==> src/rtl/uart_cmd_pkg.sv <==
package uart_cmd_pkg;
  localparam int CMD_W      = 32;
  localparam int NDIR       = 2;
  localparam int CH_LO_LSB  = 4;
  localparam int CH_LO_W    = 4;
  localparam int CH_HI_BIT  = 11;
  localparam int CH_W       = CH_LO_W + 1;
  localparam int GEN_LSB    = 8;
  localparam int GEN_W      = 3;
  localparam int USED_TOP   = CH_HI_BIT;

  typedef enum logic [CH_W-1:0] {
    CH_NULL       = 5'd0,
    CH_RST_RX     = 5'd1,
    CH_RST_TX     = 5'd2,
    CH_RST_ERR    = 5'd3,
    CH_CLR_BRKCHG = 5'd4,
    CH_BRK_START  = 5'd5,
    CH_BRK_STOP   = 5'd6,
    CH_CLR_CTS    = 5'd7,
    CH_CLR_STALE  = 5'd8,
    CH_RFR_SET    = 5'd13,
    CH_RFR_CLR    = 5'd14,
    CH_CLR_TXERR  = 5'd16,
    CH_CLR_TXDONE = 5'd17
  } chan_cmd_e;

  typedef enum logic [GEN_W-1:0] {
    GC_NULL      = 3'd0,
    GC_PROT_ON   = 3'd1,
    GC_PROT_OFF  = 3'd2,
    GC_CLR_TXRDY = 3'd3,
    GC_FORCE_STL = 3'd4,
    GC_STL_ON    = 3'd5,
    GC_STL_OFF   = 3'd6
  } gen_cmd_e;

  typedef struct packed {
    logic [NDIR-1:0] on;
    logic [NDIR-1:0] off;
    logic [CH_W-1:0]  chan;
    logic [GEN_W-1:0] gen;
    logic             valid;
  } cmd_fields_t;

  typedef struct packed {
    logic rst_rx;
    logic rst_tx;
    logic rst_err;
    logic clr_brkchg;
    logic clr_cts;
    logic clr_stale;
    logic rfr_set;
    logic rfr_clr;
    logic clr_txerr;
    logic clr_txdone;
  } chan_pulse_t;
endpackage

==> src/rtl/uart_cmd_split.sv <==
module uart_cmd_split
  import uart_cmd_pkg::*;
(
  input  logic             we,
  input  logic [CMD_W-1:0] data,
  output cmd_fields_t      fields
);
  logic unused_upper;
  assign unused_upper = ^data[CMD_W-1:USED_TOP+1];

  // enable field: bit 2*i turns direction i on, bit 2*i+1 turns it off
  for (genvar i = 0; i < NDIR; i++) begin : g_dir
    assign fields.on[i]  = data[2*i];
    assign fields.off[i] = data[2*i+1];
  end

  assign fields.chan  = {data[CH_HI_BIT], data[CH_LO_LSB +: CH_LO_W]};
  assign fields.gen   = data[GEN_LSB +: GEN_W];
  assign fields.valid = we;
endmodule

==> src/rtl/uart_cmd_enable.sv <==
module uart_cmd_enable
  import uart_cmd_pkg::*;
(
  input  logic            clk,
  input  logic            rst_n,
  input  logic            valid,
  input  logic [NDIR-1:0] on,
  input  logic [NDIR-1:0] off,
  output logic [NDIR-1:0] en
);
  for (genvar i = 0; i < NDIR; i++) begin : g_en
    logic en_q;
    always_ff @(posedge clk or negedge rst_n) begin
      if (!rst_n)                 en_q <= 1'b0;
      else if (valid && off[i])   en_q <= 1'b0;
      else if (valid && on[i])    en_q <= 1'b1;
    end
    assign en[i] = en_q;

    a_r2_off_wins: assert property (@(posedge clk) disable iff (!rst_n)
      (valid && off[i]) |=> !en[i]);
    a_r2_on_sets: assert property (@(posedge clk) disable iff (!rst_n)
      (valid && on[i] && !off[i]) |=> en[i]);
    a_r10_en_hold: assert property (@(posedge clk) disable iff (!rst_n)
      !valid |=> $stable(en[i]));
  end
endmodule

==> src/rtl/uart_cmd_chan.sv <==
module uart_cmd_chan
  import uart_cmd_pkg::*;
(
  input  logic            clk,
  input  logic            rst_n,
  input  logic            valid,
  input  logic [CH_W-1:0] chan,
  output chan_pulse_t     pulses,
  output logic            brk
);
  chan_pulse_t pulse_q;
  logic        brk_q;

  always_ff @(posedge clk or negedge rst_n) begin
    if (!rst_n) begin
      pulse_q <= '0;
      brk_q   <= 1'b0;
    end else begin
      pulse_q <= '0;
      if (valid) begin
        case (chan)
          CH_RST_RX:     pulse_q.rst_rx     <= 1'b1;
          CH_RST_TX:     pulse_q.rst_tx     <= 1'b1;
          CH_RST_ERR:    pulse_q.rst_err    <= 1'b1;
          CH_CLR_BRKCHG: pulse_q.clr_brkchg <= 1'b1;
          CH_BRK_START:  brk_q              <= 1'b1;
          CH_BRK_STOP:   brk_q              <= 1'b0;
          CH_CLR_CTS:    pulse_q.clr_cts    <= 1'b1;
          CH_CLR_STALE:  pulse_q.clr_stale  <= 1'b1;
          CH_RFR_SET:    pulse_q.rfr_set    <= 1'b1;
          CH_RFR_CLR:    pulse_q.rfr_clr    <= 1'b1;
          CH_CLR_TXERR:  pulse_q.clr_txerr  <= 1'b1;
          CH_CLR_TXDONE: pulse_q.clr_txdone <= 1'b1;
          default: ;
        endcase
      end
    end
  end

  assign pulses = pulse_q;
  assign brk    = brk_q;

  a_r4_single_pulse: assert property (@(posedge clk) disable iff (!rst_n)
    $onehot0(pulses));
  a_r4_pulse_from_write: assert property (@(posedge clk) disable iff (!rst_n)
    (|pulses) |-> $past(valid));
  a_r5_break_set: assert property (@(posedge clk) disable iff (!rst_n)
    (valid && chan == CH_BRK_START) |=> brk);
  a_r5_break_clear: assert property (@(posedge clk) disable iff (!rst_n)
    (valid && chan == CH_BRK_STOP) |=> !brk);
  a_r8_null_quiet: assert property (@(posedge clk) disable iff (!rst_n)
    (valid && chan == CH_NULL) |=> (pulses == '0 && $stable(brk)));
  a_r10_idle_quiet: assert property (@(posedge clk) disable iff (!rst_n)
    !valid |=> (pulses == '0 && $stable(brk)));
endmodule

==> src/rtl/uart_cmd_gen.sv <==
module uart_cmd_gen
  import uart_cmd_pkg::*;
(
  input  logic             clk,
  input  logic             rst_n,
  input  logic             valid,
  input  logic [GEN_W-1:0] gen,
  output logic             clr_txrdy,
  output logic             force_stale,
  output logic             stale_en,
  output logic             prot
);
  logic txrdy_q, force_q, stale_q, prot_q;

  always_ff @(posedge clk or negedge rst_n) begin
    if (!rst_n) begin
      txrdy_q <= 1'b0;
      force_q <= 1'b0;
      stale_q <= 1'b0;
      prot_q  <= 1'b0;
    end else begin
      txrdy_q <= 1'b0;
      force_q <= 1'b0;
      if (valid) begin
        case (gen)
          GC_PROT_ON:   prot_q  <= 1'b1;
          GC_PROT_OFF:  prot_q  <= 1'b0;
          GC_CLR_TXRDY: txrdy_q <= 1'b1;
          GC_FORCE_STL: force_q <= 1'b1;
          GC_STL_ON:    stale_q <= 1'b1;
          GC_STL_OFF:   stale_q <= 1'b0;
          default: ;
        endcase
      end
    end
  end

  assign clr_txrdy   = txrdy_q;
  assign force_stale = force_q;
  assign stale_en    = stale_q;
  assign prot        = prot_q;

  a_r6_pulses_exclusive: assert property (@(posedge clk) disable iff (!rst_n)
    !(clr_txrdy && force_stale));
  a_r6_pulse_from_write: assert property (@(posedge clk) disable iff (!rst_n)
    (clr_txrdy || force_stale) |-> $past(valid));
  a_r7_stale_set: assert property (@(posedge clk) disable iff (!rst_n)
    (valid && gen == GC_STL_ON) |=> stale_en);
  a_r7_prot_clear: assert property (@(posedge clk) disable iff (!rst_n)
    (valid && gen == GC_PROT_OFF) |=> !prot);
  a_r10_gen_hold: assert property (@(posedge clk) disable iff (!rst_n)
    !valid |=> ($stable(stale_en) && $stable(prot) && !clr_txrdy && !force_stale));
endmodule

==> src/rtl/uart_cmd_decoder.sv <==
module uart_cmd_decoder
  import uart_cmd_pkg::*;
(
  input  logic             clk,
  input  logic             rst_n,
  input  logic             cmd_we,
  input  logic [CMD_W-1:0] cmd_wdata,
  output logic             rx_enable,
  output logic             tx_enable,
  output logic             rx_reset_p,
  output logic             tx_reset_p,
  output logic             err_reset_p,
  output logic             brk_chg_clr_p,
  output logic             cts_delta_clr_p,
  output logic             stale_clr_p,
  output logic             rfr_assert_p,
  output logic             rfr_release_p,
  output logic             tx_err_clr_p,
  output logic             tx_done_clr_p,
  output logic             break_on,
  output logic             tx_ready_clr_p,
  output logic             stale_force_p,
  output logic             stale_evt_on,
  output logic             cmd_protect
);
  cmd_fields_t     fld;
  chan_pulse_t     cp;
  logic [NDIR-1:0] en;

  uart_cmd_split u_split (
    .we     (cmd_we),
    .data   (cmd_wdata),
    .fields (fld)
  );

  uart_cmd_enable u_enable (
    .clk   (clk),
    .rst_n (rst_n),
    .valid (fld.valid),
    .on    (fld.on),
    .off   (fld.off),
    .en    (en)
  );

  uart_cmd_chan u_chan (
    .clk    (clk),
    .rst_n  (rst_n),
    .valid  (fld.valid),
    .chan   (fld.chan),
    .pulses (cp),
    .brk    (break_on)
  );

  uart_cmd_gen u_gen (
    .clk         (clk),
    .rst_n       (rst_n),
    .valid       (fld.valid),
    .gen         (fld.gen),
    .clr_txrdy   (tx_ready_clr_p),
    .force_stale (stale_force_p),
    .stale_en    (stale_evt_on),
    .prot        (cmd_protect)
  );

  assign rx_enable       = en[0];
  assign tx_enable       = en[1];
  assign rx_reset_p      = cp.rst_rx;
  assign tx_reset_p      = cp.rst_tx;
  assign err_reset_p     = cp.rst_err;
  assign brk_chg_clr_p   = cp.clr_brkchg;
  assign cts_delta_clr_p = cp.clr_cts;
  assign stale_clr_p     = cp.clr_stale;
  assign rfr_assert_p    = cp.rfr_set;
  assign rfr_release_p   = cp.rfr_clr;
  assign tx_err_clr_p    = cp.clr_txerr;
  assign tx_done_clr_p   = cp.clr_txdone;

  a_r1_reset_quiet: assert property (@(posedge clk) disable iff (!rst_n)
    $rose(rst_n) |-> (!rx_enable && !tx_enable && !break_on && !stale_evt_on && !cmd_protect));
  a_r9_fields_together: assert property (@(posedge clk) disable iff (!rst_n)
    (cmd_we && cmd_wdata[1:0] == 2'b01 && cmd_wdata[7:4] == 4'd1 && !cmd_wdata[11]
     && cmd_wdata[10:8] == 3'd5) |=> (rx_enable && rx_reset_p && stale_evt_on));
endmodule

==> config.mk <==
export PLATFORM = sky130hd
export DESIGN_NAME = uart_cmd_decoder
export DESIGN_NICKNAME = d
export VERILOG_FILES = /design/src/rtl/uart_cmd_pkg.sv /design/src/rtl/uart_cmd_split.sv /design/src/rtl/uart_cmd_enable.sv /design/src/rtl/uart_cmd_chan.sv /design/src/rtl/uart_cmd_gen.sv /design/src/rtl/uart_cmd_decoder.sv
export SDC_FILE = /design/constraint.sdc
export NUM_CORES = 1
export LEC_CHECK = 0
export BUFFER_PORTS_ARGS = -buffer_cell sky130_fd_sc_hd__buf_4
export CAP_MARGIN = 15
export CORE_UTILIZATION = 38
export DETAILED_ROUTE_END_ITERATION = 7
export PLACE_DENSITY = 0.79
export SLEW_MARGIN = 20
export SYNTH_ARGS = -nofsm -noshare
export SYNTH_HDL_FRONTEND = slang
export SYNTH_SLANG_ARGS = --single-unit
==> constraint.sdc <==
create_clock -name clk -period 0.9 [get_ports clk]
set_clock_uncertainty 0.05 [all_clocks]
set_input_delay 0.18 -clock clk [delete_from_list [all_inputs] [get_ports clk]]
set_output_delay 0.18 -clock clk [all_outputs]
set_load 0.02 [all_outputs]
==> flow_summary.rst <==
.. list-table::
   :header-rows: 1

   * - Metric
     - Value
   * - Pin count of the biggest net entering global routing
     - 18
   * - Share of post-route cells with drive strength above 1
     - 0.5000
   * - Combined area of all synthesized cells
     - around 690 sq um
   * - Critical path arrival
     - 0.84 ns
   * - Root Driver
     - clkbuf_4
   * - Sequential fraction of the synthesis area
     - 0.6182
   * - Achievable Freq
     - 935.1 MHz
   * - Number of global-route vias before repair
     - 534
   * - TritonCTS clock tree
     - yes
   * - Leak Pwr
     - 0.0005377 uW
   * - WL/cell
     - roughly 12 microns
   * - Slew at the pin closest to its max-slew limit
     - 0.2978 ns
   * - Pre-Repair DR Iteration Count
     - 3
   * - Initial Utilization
     - 0.4029
   * - Overall power consumption
     - 1563 uW
   * - Die ar.
     - a little under 2000 sq um
   * - Endpoint of the worst register-to-register path
     - u_gen.prot
   * - Count of cell types in the netlist
     - 21
   * - CTS HTree Levels
     - 1
   * - Critical path type
     - flop to output pin
   * - Post-DR vias/cell
     - 4.712
   * - Crit-path leading delay family
     - flip-flops
   * - Boundary pin count
     - 52
   * - Worst R2R Start
     - u_gen.prot
   * - Synth warn
     - 0
   * - Max-slew violations
     - 0
   * - Number of failing setup endpoints in the final timing report
     - 18
   * - Count of hold buffers inserted by post-cts repair
     - 3
   * - Quantity of I/O buffers inserted on ports
     - 31
   * - TritonCTS Buffers
     - 3
   * - Commonest cells after routing, fill and taps aside
     - 23 x buf_4, 17 x buf_6, 17 x dfrtp_1
   * - Number of buffers on the longest clock path
     - 2
   * - Area added between synthesis and finish
     - 62.91%
   * - Hold path start
     - cmd_wdata[7]
   * - Diodes inserted
     - 0
   * - Top-area cell type share of the netlist area
     - 0.6182
   * - Slowest stage cell on the critical path
     - dfrtp_1
   * - Worst skew pair latency
     - 0.28 ns
   * - Final instance count without filler cells
     - 125
   * - Residual DRC
     - 0
   * - Critical path's largest stage delay
     - 0.41 ns
   * - Run status
     - finished with violations
   * - Synthesis-stage register bit count
     - 17
   * - Vertical die dimension
     - roughly 45 microns
   * - IR Drop Worst-Case VDD
     - 1156 uV
   * - Cells on worst reg2reg path
     - 3
   * - Placed Instances
     - 116
   * - Setup TNS
     - -2.297 ns
   * - Antenna violations before repair
     - 0
   * - Total number of placement rows
     - 15
   * - Die Width
     - 44.56 microns
   * - Syn_area_per_cell
     - around 12 sq um
   * - CORE AREA
     - 1708 sq um
   * - Final weighted congestion of routability-driven global placement
     - 0.6967
   * - Most common library cell in the layout ignoring fill and taps
     - buf_4
   * - Sinks on the clock net
     - 17
   * - Remaining antenna violation count after routing
     - 0
   * - RSZ-0062 raised after global routing
     - true
   * - Final setup margin
     - -0.1694 ns
   * - Leading cell types by total area after synthesis
     - dfrtp_1 62%, nand2b_1 3.6%, o31ai_2 3.6%, a21oi_1 2.9%, nand3b_4 2.9%
   * - Post-Synthesis Net Count
     - 91
   * - Congestion Overflow GR
     - 0
   * - Post-layout minimum cycle time
     - 1.069 ns
   * - Failing checks
     - setup timing
   * - CP Max Fanout
     - 2
   * - Max Cap Viol
     - 0
   * - Wire length of the first global-routing pass
     - 2470 microns
   * - Overall track demand over capacity in global routing
     - 0.1787
   * - End point of the worst hold path
     - u_chan.pulses[9]
   * - Final Cycle Share
     - 1.188
   * - Launching element of the worst setup path
     - u_enable.g_en[0].en_q
   * - Hold/Removal Path Class
     - input pin to flop
   * - Worst slew slack as a fraction of its limit
     - 0.7997
   * - Critical path capture point type
     - output pin
   * - Reg-to-reg slack, setup
     - -0.01 ns
   * - Count of vias placed by the detailed router
     - 589
   * - Number of cells on the worst hold path
     - 2
   * - CTS clk-pin slew, worst paths
     - approximately 0.090 ns
   * - Critical path launch point type
     - flop
   * - Post-Syn Instances
     - 56
   * - Net total in the final layout
     - 136
   * - Final routed wirelength across all metal layers
     - 1551 microns
   * - Buf/Inv on CP
     - 1
   * - Final hold viol count
     - 0
   * - Crit-path cells
     - buf_6
   * - Final HPWL from detailed placement
     - 1106 microns
   * - Req. time, crit path
     - 0.67 ns
   * - Cell type contributing the most total cell area after synthesis
     - dfrtp_1
   * - Power per cell area
     - 1395 nW/um^2
   * - Number of design-rule violations left by the first detailed-router iteration
     - 9
## synth_stat cells (all sizes together)
cell type / count
inv: 1
nor3: 4
buf: 3
nand2b: 4
nand3: 1
dfrtp: 17
o21ai: 4
and4: 1
nor3b: 1
a21oi: 4
nor4b: 1
o31ai: 2
nor4: 3
a31oi: 2
nand2: 3
nand3b: 2
nor2: 3
## timing repair
action | in CTS | in global routing
setup buffers | 2 | 0
endpoints found under the setup margin | 17 | 18
endpoints found under the hold margin | 20 | 1
gates cloned | 0 | 0
pin swaps | 0 | 0
resized for setup | 18 | 0
## worst max-delay path by stage
stage	endpoint	cells after the start	slack [ns]
floorplan	u_chan.brk	4	0.01
global placement	u_chan.pulses[2]	4	-0.13
detailed placement	u_chan.pulses[2]	4	-0.17
CTS	stale_evt_on	1	-0.18
global route	rx_enable	1	-0.21
finish	rx_enable	1	-0.17
## metal layers
layer  part of all wire  GRT usage  vias to the layer above  routed length, microns
met5                  0          0                        -                       0
met4             0.0090    0.05455                        0                      14
met3              0.039    0.07347                        2                      61
met2               0.53     0.2941                       19                     825
met1               0.42     0.2128                      279                     650
li1                   -          -                      289                       -
## sequential cells by signal, summed over array words and instances (netlist names)
register            count
u_chan.pulses          10
u_gen.prot              1
u_chan.brk              1
u_gen.clr_txrdy         1
u_gen.stale_en          1
u_enable.g_en.en_q      2
u_gen.force_stale       1
## through the flow
| step | hold WS, ns | area, sq um | utilization | worst slack [ns] |
|---|---|---|---|---|
| 2_1_floorplan | -0.1656 | 688.2 | - | 0.01079 |
| 3_3_place_gp | -0.001841 | 984.7 | 0.5766 | -0.1300 |
| 3_5_place_dp | 0.002968 | 984.7 | 0.5766 | -0.1685 |
| 4_1_cts | -0.003238 | 1121 | 0.6564 | -0.1824 |
| 5_1_grt | -0.01288 | 1121 | 0.6564 | -0.2084 |
| 6_report | 0.01028 | 1121 | 0.6564 | -0.1694 |
## area by class of cell
class	instances	area, sq um
Sequential cell	17	425.4
Multi-Input combinational cell	35	239.0
Clock inverter	1	5.005
Clock buffer	3	22.52
Fill cell	126	586.8
Timing Repair Buffer	43	394.1
Inverter	1	3.754
Tap cell	25	31.28
## power by group
group          internal (uW)  leakage, uW  switching [uW]
sequential               797     0.000222            24.2
clock                    165    0.0000177             226
combinational            188     0.000298             164
total                   1150     0.000538             414
## logic make-up (layout without fill, tap and decap cells)
group	Yosys count	after routing	share of synthesized area
AND/OR/NAND/NOR	23	23	0.2345
flip-flops	17	17	0.6182
AO/OA/AOI/OAI	12	12	0.1127
buffers and inverters	4	48	0.03453
Note: power is estimated with default switching activity, not from simulation.
